<file path="src/rtl/afe_boot_pkg.sv">
package afe_boot_pkg;

  typedef enum logic [1:0] {
    OP_CMD = 2'd0,
    OP_RD  = 2'd1,
    OP_WR  = 2'd2
  } req_op_t;

  typedef enum logic [3:0] {
    ST_HOLD,
    ST_CMD_RST,
    ST_WAIT,
    ST_CMD_HALT,
    ST_RD_ID,
    ST_WR_TEST,
    ST_WR_REF,
    ST_DONE,
    ST_FAIL
  } seq_state_t;

  localparam logic [7:0] CMD_SOFT_RESET  = 8'h06;
  localparam logic [7:0] CMD_HALT_STREAM = 8'h11;
  localparam logic [7:0] REG_IDENT       = 8'h00;
  localparam logic [7:0] REG_TESTCFG     = 8'h02;
  localparam logic [7:0] REG_REFCFG      = 8'h03;
  localparam logic [7:0] TESTCFG_VAL     = 8'h55;

  localparam logic [4:0] FAM_BASE = 5'b10010;
  localparam logic [4:0] FAM_EXT  = 5'b11010;

  // Reference register: bit 6 fixed, bit 7 buffer power, bit 5 high reference
  function automatic logic [7:0] ref_cfg(input logic ext_ref, input logic supply_hi);
    logic [7:0] v;
    v = 8'h40;
    if (!ext_ref) begin
      v[7] = 1'b1;
      v[5] = supply_hi;
    end
    return v;
  endfunction

endpackage

</file>
<file path="src/rtl/afe_boot_tick.sv">
module afe_boot_tick #(
  parameter int DIV = 4
) (
  input  logic clk,
  input  logic rst,
  input  logic clr,
  output logic tick
);
  generate
    if (DIV <= 1) begin : g_pass
      assign tick = ~clr;
    end else begin : g_div
      localparam int CW = $clog2(DIV);
      localparam logic [CW-1:0] LAST = CW'(DIV - 1);
      logic [CW-1:0] cnt_q;
      always_ff @(posedge clk) begin
        if (rst || clr)          cnt_q <= '0;
        else if (cnt_q == LAST)  cnt_q <= '0;
        else                     cnt_q <= cnt_q + 1'b1;
      end
      assign tick = !clr && (cnt_q == LAST);
    end
  endgenerate
endmodule

</file>
<file path="src/rtl/afe_boot_timer.sv">
module afe_boot_timer #(
  parameter int MAXT = 18,
  parameter int TW   = $clog2(MAXT + 1)
) (
  input  logic          clk,
  input  logic          rst,
  input  logic          clr,
  input  logic          tick,
  input  logic [TW-1:0] target,
  output logic          expired
);
  logic [TW-1:0] cnt_q;

  always_ff @(posedge clk) begin
    if (rst || clr)                   cnt_q <= '0;
    else if (tick && cnt_q != target) cnt_q <= cnt_q + 1'b1;
  end

  assign expired = (cnt_q == target);
endmodule

</file>
<file path="src/rtl/afe_boot_id_dec.sv">
module afe_boot_id_dec
  import afe_boot_pkg::*;
#(
  parameter int CW = 5
) (
  input  logic [7:0]    id_i,
  output logic          known_o,
  output logic          ext_o,
  output logic [CW-1:0] count_o
);
  always_comb begin
    ext_o   = (id_i[7:3] == FAM_EXT);
    known_o = ext_o || (id_i[7:3] == FAM_BASE);
    count_o = CW'(4) + CW'({id_i[2:0], 1'b0});
  end
endmodule

</file>
<file path="src/rtl/afe_boot_seq.sv">
module afe_boot_seq
  import afe_boot_pkg::*;
#(
  parameter int DEV_CLK_DIV  = 4,
  parameter int HOLD_TICKS   = 2,
  parameter int SETTLE_TICKS = 18
) (
  input  logic       clk,
  input  logic       rst,
  input  logic       start_i,
  input  logic       ext_ref_i,
  input  logic       supply_hi_i,
  output logic       dev_rst_o,
  output logic       req_valid_o,
  output logic [1:0] req_op_o,
  output logic [7:0] req_addr_o,
  output logic [7:0] req_data_o,
  input  logic       req_ack_i,
  input  logic [7:0] rsp_data_i,
  output logic [4:0] chan_count_o,
  output logic       family_ext_o,
  output logic       done_o,
  output logic       id_err_o
);
  localparam int MAX_TICKS = (HOLD_TICKS > SETTLE_TICKS) ? HOLD_TICKS : SETTLE_TICKS;
  localparam int TW        = $clog2(MAX_TICKS + 1);
  localparam int CKW       = $clog2((MAX_TICKS + 1) * DEV_CLK_DIV + 1) + 1;

  seq_state_t    state_q, state_d;
  logic          tick, expired, tmr_clr;
  logic [TW-1:0] target;
  logic          id_known, id_ext;
  logic [4:0]    id_count;
  logic [7:0]    ref_cfg_q;

  assign tmr_clr = start_i || !(state_q == ST_HOLD || state_q == ST_WAIT);
  assign target  = (state_q == ST_HOLD) ? TW'(HOLD_TICKS) : TW'(SETTLE_TICKS);

  afe_boot_tick #(.DIV(DEV_CLK_DIV)) i_tick (
    .clk(clk), .rst(rst), .clr(tmr_clr), .tick(tick)
  );

  afe_boot_timer #(.MAXT(MAX_TICKS), .TW(TW)) i_timer (
    .clk(clk), .rst(rst), .clr(tmr_clr), .tick(tick),
    .target(target), .expired(expired)
  );

  afe_boot_id_dec #(.CW(5)) i_id_dec (
    .id_i(rsp_data_i), .known_o(id_known), .ext_o(id_ext), .count_o(id_count)
  );

  always_comb begin
    state_d = state_q;
    if (start_i) begin
      state_d = ST_HOLD;
    end else begin
      case (state_q)
        ST_HOLD:     if (expired)   state_d = ST_CMD_RST;
        ST_CMD_RST:  if (req_ack_i) state_d = ST_WAIT;
        ST_WAIT:     if (expired)   state_d = ST_CMD_HALT;
        ST_CMD_HALT: if (req_ack_i) state_d = ST_RD_ID;
        ST_RD_ID:    if (req_ack_i) state_d = id_known ? ST_WR_TEST : ST_FAIL;
        ST_WR_TEST:  if (req_ack_i) state_d = ST_WR_REF;
        ST_WR_REF:   if (req_ack_i) state_d = ST_DONE;
        ST_DONE:     state_d = ST_DONE;
        ST_FAIL:     state_d = ST_FAIL;
        default:     state_d = ST_HOLD;
      endcase
    end
  end

  function automatic logic is_req(input seq_state_t s);
    return (s == ST_CMD_RST) || (s == ST_CMD_HALT) || (s == ST_RD_ID) ||
           (s == ST_WR_TEST) || (s == ST_WR_REF);
  endfunction

  always_ff @(posedge clk) begin
    if (rst) begin
      state_q      <= ST_HOLD;
      dev_rst_o    <= 1'b1;
      req_valid_o  <= 1'b0;
      req_op_o     <= OP_CMD;
      req_addr_o   <= '0;
      req_data_o   <= '0;
      done_o       <= 1'b0;
      id_err_o     <= 1'b0;
      chan_count_o <= '0;
      family_ext_o <= 1'b0;
      ref_cfg_q    <= 8'h40;
    end else begin
      state_q     <= state_d;
      dev_rst_o   <= (state_d == ST_HOLD);
      req_valid_o <= is_req(state_d);
      done_o      <= (state_d == ST_DONE);
      id_err_o    <= (state_d == ST_FAIL);
      if (state_q == ST_HOLD) ref_cfg_q <= ref_cfg(ext_ref_i, supply_hi_i);
      case (state_d)
        ST_CMD_RST:  begin req_op_o <= OP_CMD; req_addr_o <= '0;          req_data_o <= CMD_SOFT_RESET;  end
        ST_CMD_HALT: begin req_op_o <= OP_CMD; req_addr_o <= '0;          req_data_o <= CMD_HALT_STREAM; end
        ST_RD_ID:    begin req_op_o <= OP_RD;  req_addr_o <= REG_IDENT;   req_data_o <= '0;              end
        ST_WR_TEST:  begin req_op_o <= OP_WR;  req_addr_o <= REG_TESTCFG; req_data_o <= TESTCFG_VAL;     end
        ST_WR_REF:   begin req_op_o <= OP_WR;  req_addr_o <= REG_REFCFG;  req_data_o <= ref_cfg_q;       end
        default:     begin req_op_o <= OP_CMD; req_addr_o <= '0;          req_data_o <= '0;              end
      endcase
      if (start_i) begin
        chan_count_o <= '0;
        family_ext_o <= 1'b0;
      end else if (state_q == ST_RD_ID && req_ack_i && id_known) begin
        chan_count_o <= id_count;
        family_ext_o <= id_ext;
      end
    end
  end

  // Window counters used only by the checks below
  logic [CKW-1:0] hold_cnt_q, idle_cnt_q;
  always_ff @(posedge clk) begin
    if (rst) begin
      hold_cnt_q <= '0;
      idle_cnt_q <= '0;
    end else begin
      hold_cnt_q <= !dev_rst_o ? '0 : (&hold_cnt_q ? hold_cnt_q : hold_cnt_q + 1'b1);
      idle_cnt_q <= req_valid_o ? '0 : (&idle_cnt_q ? idle_cnt_q : idle_cnt_q + 1'b1);
    end
  end

  assert_hold_len_R1: assert property (@(posedge clk) disable iff (rst)
    $fell(dev_rst_o) |-> hold_cnt_q >= CKW'(HOLD_TICKS * DEV_CLK_DIV));

  assert_quiet_in_reset_R1: assert property (@(posedge clk) disable iff (rst)
    dev_rst_o |-> !req_valid_o);

  assert_settle_gap_R2: assert property (@(posedge clk) disable iff (rst)
    ($rose(req_valid_o) && req_op_o == OP_CMD && req_data_o == CMD_HALT_STREAM)
      |-> idle_cnt_q >= CKW'(SETTLE_TICKS * DEV_CLK_DIV));

  assert_count_form_R5: assert property (@(posedge clk) disable iff (rst)
    done_o |-> (chan_count_o[0] == 1'b0 && chan_count_o >= 5'd4 && chan_count_o <= 5'd18));

  assert_err_sticky_R6: assert property (@(posedge clk) disable iff (rst)
    (id_err_o && !start_i) |=> (id_err_o && !req_valid_o && !done_o));

  assert_done_on_ack_R9: assert property (@(posedge clk) disable iff (rst)
    $rose(done_o) |-> $past(req_ack_i));

  assert_req_stable_R10: assert property (@(posedge clk) disable iff (rst)
    (req_valid_o && !req_ack_i && !start_i) |=>
      (req_valid_o && $stable(req_op_o) && $stable(req_addr_o) && $stable(req_data_o)));

  assert_restart_R11: assert property (@(posedge clk) disable iff (rst)
    start_i |=> (dev_rst_o && !done_o && !id_err_o));

endmodule

</file>
<file path="config.mk">
export PLATFORM = sky130hd
export DESIGN_NAME = afe_boot_seq
export DESIGN_NICKNAME = d
export VERILOG_FILES = /design/src/rtl/afe_boot_pkg.sv /design/src/rtl/afe_boot_tick.sv /design/src/rtl/afe_boot_timer.sv /design/src/rtl/afe_boot_id_dec.sv /design/src/rtl/afe_boot_seq.sv
export SDC_FILE = /design/constraint.sdc
export NUM_CORES = 1
export LEC_CHECK = 0
export ABC_CLOCK_PERIOD_IN_PS = 1800
export BUFFER_PORTS_ARGS = -buffer_cell sky130_fd_sc_hd__buf_4
export CORE_MARGIN = 2
export CORE_UTILIZATION = 51
export DETAILED_ROUTE_END_ITERATION = 6
export PLACE_DENSITY = 0.79
export SLEW_MARGIN = 15
export SYNTH_ARGS = -nofsm -noshare
export SYNTH_HDL_FRONTEND = slang
export SYNTH_SLANG_ARGS = --single-unit
</file>
<file path="constraint.sdc">
create_clock -name clk -period 1.8 [get_ports clk]
set_input_delay 0.18 -clock clk [delete_from_list [all_inputs] [get_ports clk]]
set_output_delay 0.18 -clock clk [all_outputs]
set_load 0.05 [all_outputs]
</file>
# Word level (Yosys, flattened, before mapping)
# Cells that the tools add are included.
[word_totals] register_bits=41 inputBits=14 wordCells=71
[classes] add_sub_neg=3 n_eq_ne=20 muxes=16 reduce_logical=19
[ops] cell="$mux 4" n=9
[ops] cell="$pmux 4 s9" n=1
[ops] cell="$eq 4x3->1 const B" n=8
[ops] cell="$pmux 8 s4" n=1
[ops] cell="$eq 4x2->1 const B" n=3
[ops] cell="$eq 5x5->1 const B" n=2
[ops] cell="$eq 4x1->1 const B" n=2
[ops] cell="$eq 4x4->1 const B" n=2
[ops] cell="$logic_not 4->1" n=2
[ops] cell="$logic_or 1x1->1" n=8
[ops] cell="$pmux 2 s2" n=2
[ops] cell="$reduce_or 2->1" n=3
[ops] cell="$add 3x4->5 const A" n=1
[ops] cell="$add 5x1->5 const B" n=1
[ops] cell="$eq 5x5->1" n=1
[ops] cell="$mux 5" n=1
[ops] cell="$ne 5x5->1" n=1
[ops] cell="$logic_and 1x1->1" n=4
[ops] cell="$add 2x1->2 const B" n=1
[ops] cell="$eq 2x2->1 const B" n=1
[ops] cell="$logic_not 1->1" n=2
[ops] cell="$mux 1" n=2

# Logic depth before layout (Yosys ltp)
[depth] ltp_word=11 mapped_depth=6 mapped_depth_nobuf=6

# Cells and area by module
# From an unflattened synthesis, not the netlist that was laid out.
[hier_totals] hier_cells=168 area_unflattened_um2=1564.0
[by_module_without_submodules] mod="afe_boot_seq" n_inst=1 cells_per_inst=107 area_per_inst_um2=1038.5
[by_module_without_submodules] mod="afe_boot_timer" n_inst=1 cells_per_inst=48 area_per_inst_um2=385.4
[by_module_without_submodules] mod="afe_boot_tick" n_inst=1 cells_per_inst=6 area_per_inst_um2=86.3
[by_module_without_submodules] mod="afe_boot_id_dec" n_inst=1 cells_per_inst=7 area_per_inst_um2=53.8

# Worst setup path after synthesis
# OpenSTA, ideal clock, no wires.
[synth_path] path_type="register to register" from="reg i_timer.cnt_q[0]" to="reg req_data_o[1]" setup_time_ns=0.078 arrival_time_ns=1.448 path_slack_ns=0.274 path_stages_with_launch=7 period_less_slack_ns=1.526 path_cell_list="dfxtp_1 -> inv_1 -> ha_1 -> nor3b_1 -> nand3_1 -> a211o_1 -> nor3_1"
[synth_via] elab_chain_cells=6
[synth_rtl] item="from (decl)" line="afe_boot_timer.sv:12" text="logic [TW-1:0] cnt_q;"
[synth_rtl] item="from (signal assigned)" line="afe_boot_timer.sv:16" text="else if (tick && cnt_q != target) cnt_q <= cnt_q + 1'b1;"
[synth_rtl] item="$eq 5x5->1 (*)" line="afe_boot_timer.sv:19" text="assign expired = (cnt_q == target);"
[synth_rtl] item="$mux 4 (on tied branches)" line="afe_boot_seq.sv:60, afe_boot_seq.sv:58"
[synth_rtl] item="$pmux 4 s9 (*)" line="afe_boot_seq.sv:57" text="case (state_q)"
[synth_rtl] item="$mux 4 (*)" line="afe_boot_seq.sv:54" text="if (start_i) begin"
[synth_rtl] item="$eq 4x3->1 (tied with other cells)" line="afe_boot_seq.sv:97" text="case (state_d)"
[synth_rtl] item="$pmux 8 s4 (*)" line="afe_boot_seq.sv:97"
[synth_rtl] item="to (signal assigned)" line="afe_boot_seq.sv:98" text="ST_CMD_RST: begin req_op_o <= OP_CMD; req_addr_o <= '0; req_data_o <= CMD_SOFT_RESET; end"
[synth_rtl] item="to (signal assigned)" line="afe_boot_seq.sv:99" text="ST_CMD_HALT: begin req_op_o <= OP_CMD; req_addr_o <= '0; req_data_o <= CMD_HALT_STREAM; end"
[synth_rtl] item="to (signal assigned)" line="afe_boot_seq.sv:100" text="ST_RD_ID: begin req_op_o <= OP_RD; req_addr_o <= REG_IDENT; req_data_o <= '0; end"
[synth_rtl] item="to (decl)" line="afe_boot_seq.sv:17" text="output logic [7:0] req_data_o,"
# Mark *: on every way between the ends. The rest lies on a longest branch, timed or not.
# A chain may end at the register's enable or synchronous reset.

# Worst setup path after layout
[layout_path] from="reg state_q[2]" to="reg done_o"
[layout_via] elab_chain_cells=7
[layout_rtl] item="from (decl)" line="afe_boot_seq.sv:29" text="seq_state_t state_q, state_d;"
[layout_rtl] item="from (signal assigned)" line="afe_boot_seq.sv:91" text="state_q <= state_d;"
[layout_rtl] item="$logic_not 4->1" line="afe_boot_seq.sv:37, afe_boot_seq.sv:57"
[layout_rtl] item="$mux 5" line="afe_boot_seq.sv:37" text="assign target = (state_q == ST_HOLD) ? TW'(HOLD_TICKS) : TW'(SETTLE_TICKS);"
[layout_rtl] item="$eq 5x5->1" line="afe_boot_timer.sv:19"
[layout_rtl] item="$mux 4 (on tied branches)" line="afe_boot_seq.sv:60, afe_boot_seq.sv:58"
[layout_rtl] item="$pmux 4 s9 (*)" line="afe_boot_seq.sv:57"
[layout_rtl] item="$mux 4 (*)" line="afe_boot_seq.sv:54"
[layout_rtl] item="$eq 4x3->1 (*)" line="afe_boot_seq.sv:94" text="done_o <= (state_d == ST_DONE);"
[layout_rtl] item="to (signal assigned)" line="afe_boot_seq.sv:94"
[layout_rtl] item="to (decl)" line="afe_boot_seq.sv:22" text="output logic done_o,"
# Marked as above.

==> impl_metrics.tcl <==
set metrics [dict create \
    status "completed" \
    die_h_um 57.7 \
    synth-seq-area-share_pct 40.8 \
    gp_congestion 0.861 \
    yosysTopAreaCell "dfxtp_1" \
    ant_nets 0 \
    min-delay-start "ext_ref_i" \
    fp-row-count 19 \
    power_leakage_nw 0.773 \
    grt_max_degree 14 \
    clock_sinks 30 \
    cts_root_buffer "clkbuf_4" \
    required_ns 2.04 \
    cts_tree "yes" \
    path_max_fanout 13 \
    r2r_start "state_q[2]$_SDFF_PP0_" \
    critPathLaunchType "register" \
    first_iter_violations 38 \
    cts.clk_slew.worst_paths_ns 0.09 \
    slew_headroom_pct 63.9 \
    grt_pass1_vias 1199 \
    syn_area_um2 1470 \
    max_cap_viol_count 0 \
    setup_viol 0 \
    insertion_delay_ns 0.33 \
    nNetsFinal 213 \
    async_flop_share_pct 0 \
    numCtsBuffers 5 \
    yosys_register_bits 30 \
    drc 0 \
    min_period_over_period_pct 93.0 \
    synthTopCellsByArea "dfxtp_1 (41%), buf_4 (5.6%), mux2i_1 (4.8%)" \
    arrival_ns 1.91 \
    hpwl_um 2400 \
    route.vias.total 1279 \
    rsz0062_at_grt "false" \
    min_path_cells 2 \
    path_depth 4 \
    viasPerCell 5.63 \
    hp-class "input pin to register" \
    cpMaxStageDelayCell "dfxtp_1" \
    finalSetupTns_ns 0 \
    critPathTopFamily "flip-flops" \
    die_x_um 57.7 \
    cp_cell_sequence "a31oi_1, a211oi_4, nand2b_2, nor4_1" \
    slowest_delay_ns 0.67 \
    start_util_pct 53.4 \
    grt_antenna_before_repair 0 \
    io_buffers 33 \
    max_freq_ghz 0.598 \
    cp-end-kind "register" \
    drv_slew 0 \
    grtUsageTotal_pct 20.3 \
    ios 42 \
    gr-total-overflow 0 \
    synth_edf_count 0 \
    skew_ns 0.00456 \
    cp_num_buf_inv 0 \
    avgSynthCellArea_um2 9.44 \
    wl_per_cell_um 14.2 \
    drt-pass1-iter-count 4 \
    dieArea_um2 3330 \
    tightest_slew_ns 0.541 \
    min_period_ns 1.67 \
    cts_max_level 2 \
    startpoint "state_q[2]$_SDFF_PP0_" \
    irDropWorstVdd_mv 0.478 \
    cts_buffer_depth 2 \
    reg2reg_depth 4 \
    num_antenna_cells 0 \
    total_power_mw 1.19 \
    detail_route.wirelength_um 3230 \
    syn2layout_area_growth_pct 24.3 \
    powerDensity_nw_per_um2 648 \
    hold_viol 0 \
    synth_top_cell_area_share_pct 40.8 \
    synth_top_flop_cell "dfxtp_1" \
    core_um2 2760 \
    yosysWarnings 0 \
    synth_cells 156 \
    critPathKind "register to register" \
    drive_gt1_share_pct 34.2 \
    grt_pass1_wl_um 5150 \
    ys_types 46 \
]
[cells in the mapped netlist, types with 4 or more instances]
master,n
clkbuf_1,4
ha_1,4
buf_4,11
buf_2,5
nor2_1,12
inv_1,4
xnor2_1,4
nand3_1,6
nor3b_1,6
dfxtp_1,30
a211oi_1,5
o21ai_0,4
nand2_1,5
nand4_1,4
mux2i_1,7
[layer usage]
layer  vias to the layer above  track usage, %  part of all wire, %
li1                        616               -                    -
met1                       603            24.3                   40
met2                        55            33.0                   52
met3                         5            6.25                  7.3
met4                         0            10.3                  1.1
met5                         -               0                    0
[what timing repair did]
item | CTS | global route
buffers inserted | 0 | 0
setup endpoints to repair | 0 | 4
hold buffers | 0 | 0
gates resized for setup | 0 | 5
[worst paths after layout]
kind	endpoint	slack, ns
min reg2reg	i_tick.g_div.cnt_q[0]$_SDFF_PP0_	0.43
max	done_o$_SDFF_PP0_	0.13
max reg2reg	done_o$_SDFF_PP0_	0.13
min	ref_cfg_q[7]$_SDFFE_PP0P_	0.03
[worst reg2reg max path: stages, from the launching register on]
cell,delay (ns)
dfxtp_1,0.67
a31oi_1,0.21
a211oi_4,0.35
nand2b_2,0.13
nor4_1,0.22
[final cells by class]
| cell class | count | area (um^2) |
|---|---|---|
| fillers | 225 | 927 |
| clock inverters | 1 | 5.00 |
| well taps | 31 | 38.8 |
| flip-flops and latches | 30 | 603 |
| clock buffers | 7 | 55.1 |
| inverters | 4 | 15.0 |
| multi-input cells | 109 | 776 |
| repair buffers | 45 | 338 |
[placed cells by master, fill, tap and decap left out, drive strengths merged, types with 2 or more instances in the layout]
master	netlist	routed
a211oi	6	6
a21o	3	3
a21oi	3	3
a31oi	2	2
buf	16	45
clkbuf	4	7
conb	1	8
dfxtp	30	30
ha	4	4
inv	4	4
mux2i	7	7
nand2	5	5
nand2b	2	2
nand3	6	6
nand3b	3	3
nand4	4	4
nor2	14	14
nor3	5	5
nor3b	6	6
nor4	2	2
o211a	2	2
o21ai	6	6
or2	2	2
or3	3	3
xnor2	4	4
xor2	2	2
[through the flow]
| step | setup slack (ns) | area (um^2) | hold slack (ns) | util [%] | cells |
|---|---|---|---|---|---|
| 6_report | 0.126 | 1830 | 0.0286 | 66.4 | 227 |
| 5_1_grt | 0.00881 | 1830 | 0.0179 | 66.4 | 227 |
| 4_1_cts | 0.0911 | 1810 | 0.0202 | 65.7 | 227 |
| 3_5_place_dp | 0.116 | 1750 | 0.371 | 63.6 | 219 |
| 3_3_place_gp | 0.149 | 1750 | 0.367 | 63.6 | 219 |
| 2_1_floorplan | 0.274 | 1500 | 0.249 | - | 163 |
[registers in the layout, indices dropped and copies added (netlist names), 2 cells and up]
register / flops
chan_count_o: 4
i_tick.g_div.cnt_q: 2
i_timer.cnt_q: 5
ref_cfg_q: 2
req_data_o: 6
state_q: 4
[power by group]
| group | total [mW] | switching (mW) | internal, mW |
|---|---|---|---|
| Clock | 0.412 | 0.223 | 0.189 |
| Sequential | 0.670 | 0.00207 | 0.668 |
| Combinational | 0.105 | 0.0702 | 0.0347 |
| Total | 1.19 | 0.296 | 0.891 |
[cells by family (layout without fill, tap and decap cells)]
group | count (synthesis) | after routing | share of synthesized area, %
AO/OA/AOI/OAI | 29 | 29 | 15.4
XOR/XNOR | 6 | 6 | 3.57
adder cells (fa/ha/maj) | 4 | 4 | 3.40
buffers and inverters | 24 | 57 | 9.34
flip-flops | 30 | 30 | 40.8
multiplexers | 7 | 7 | 4.76
other | 1 | 8 | 0.255
AND/OR/NAND/NOR | 55 | 55 | 22.5
Power figures use the tool's default switching activity.
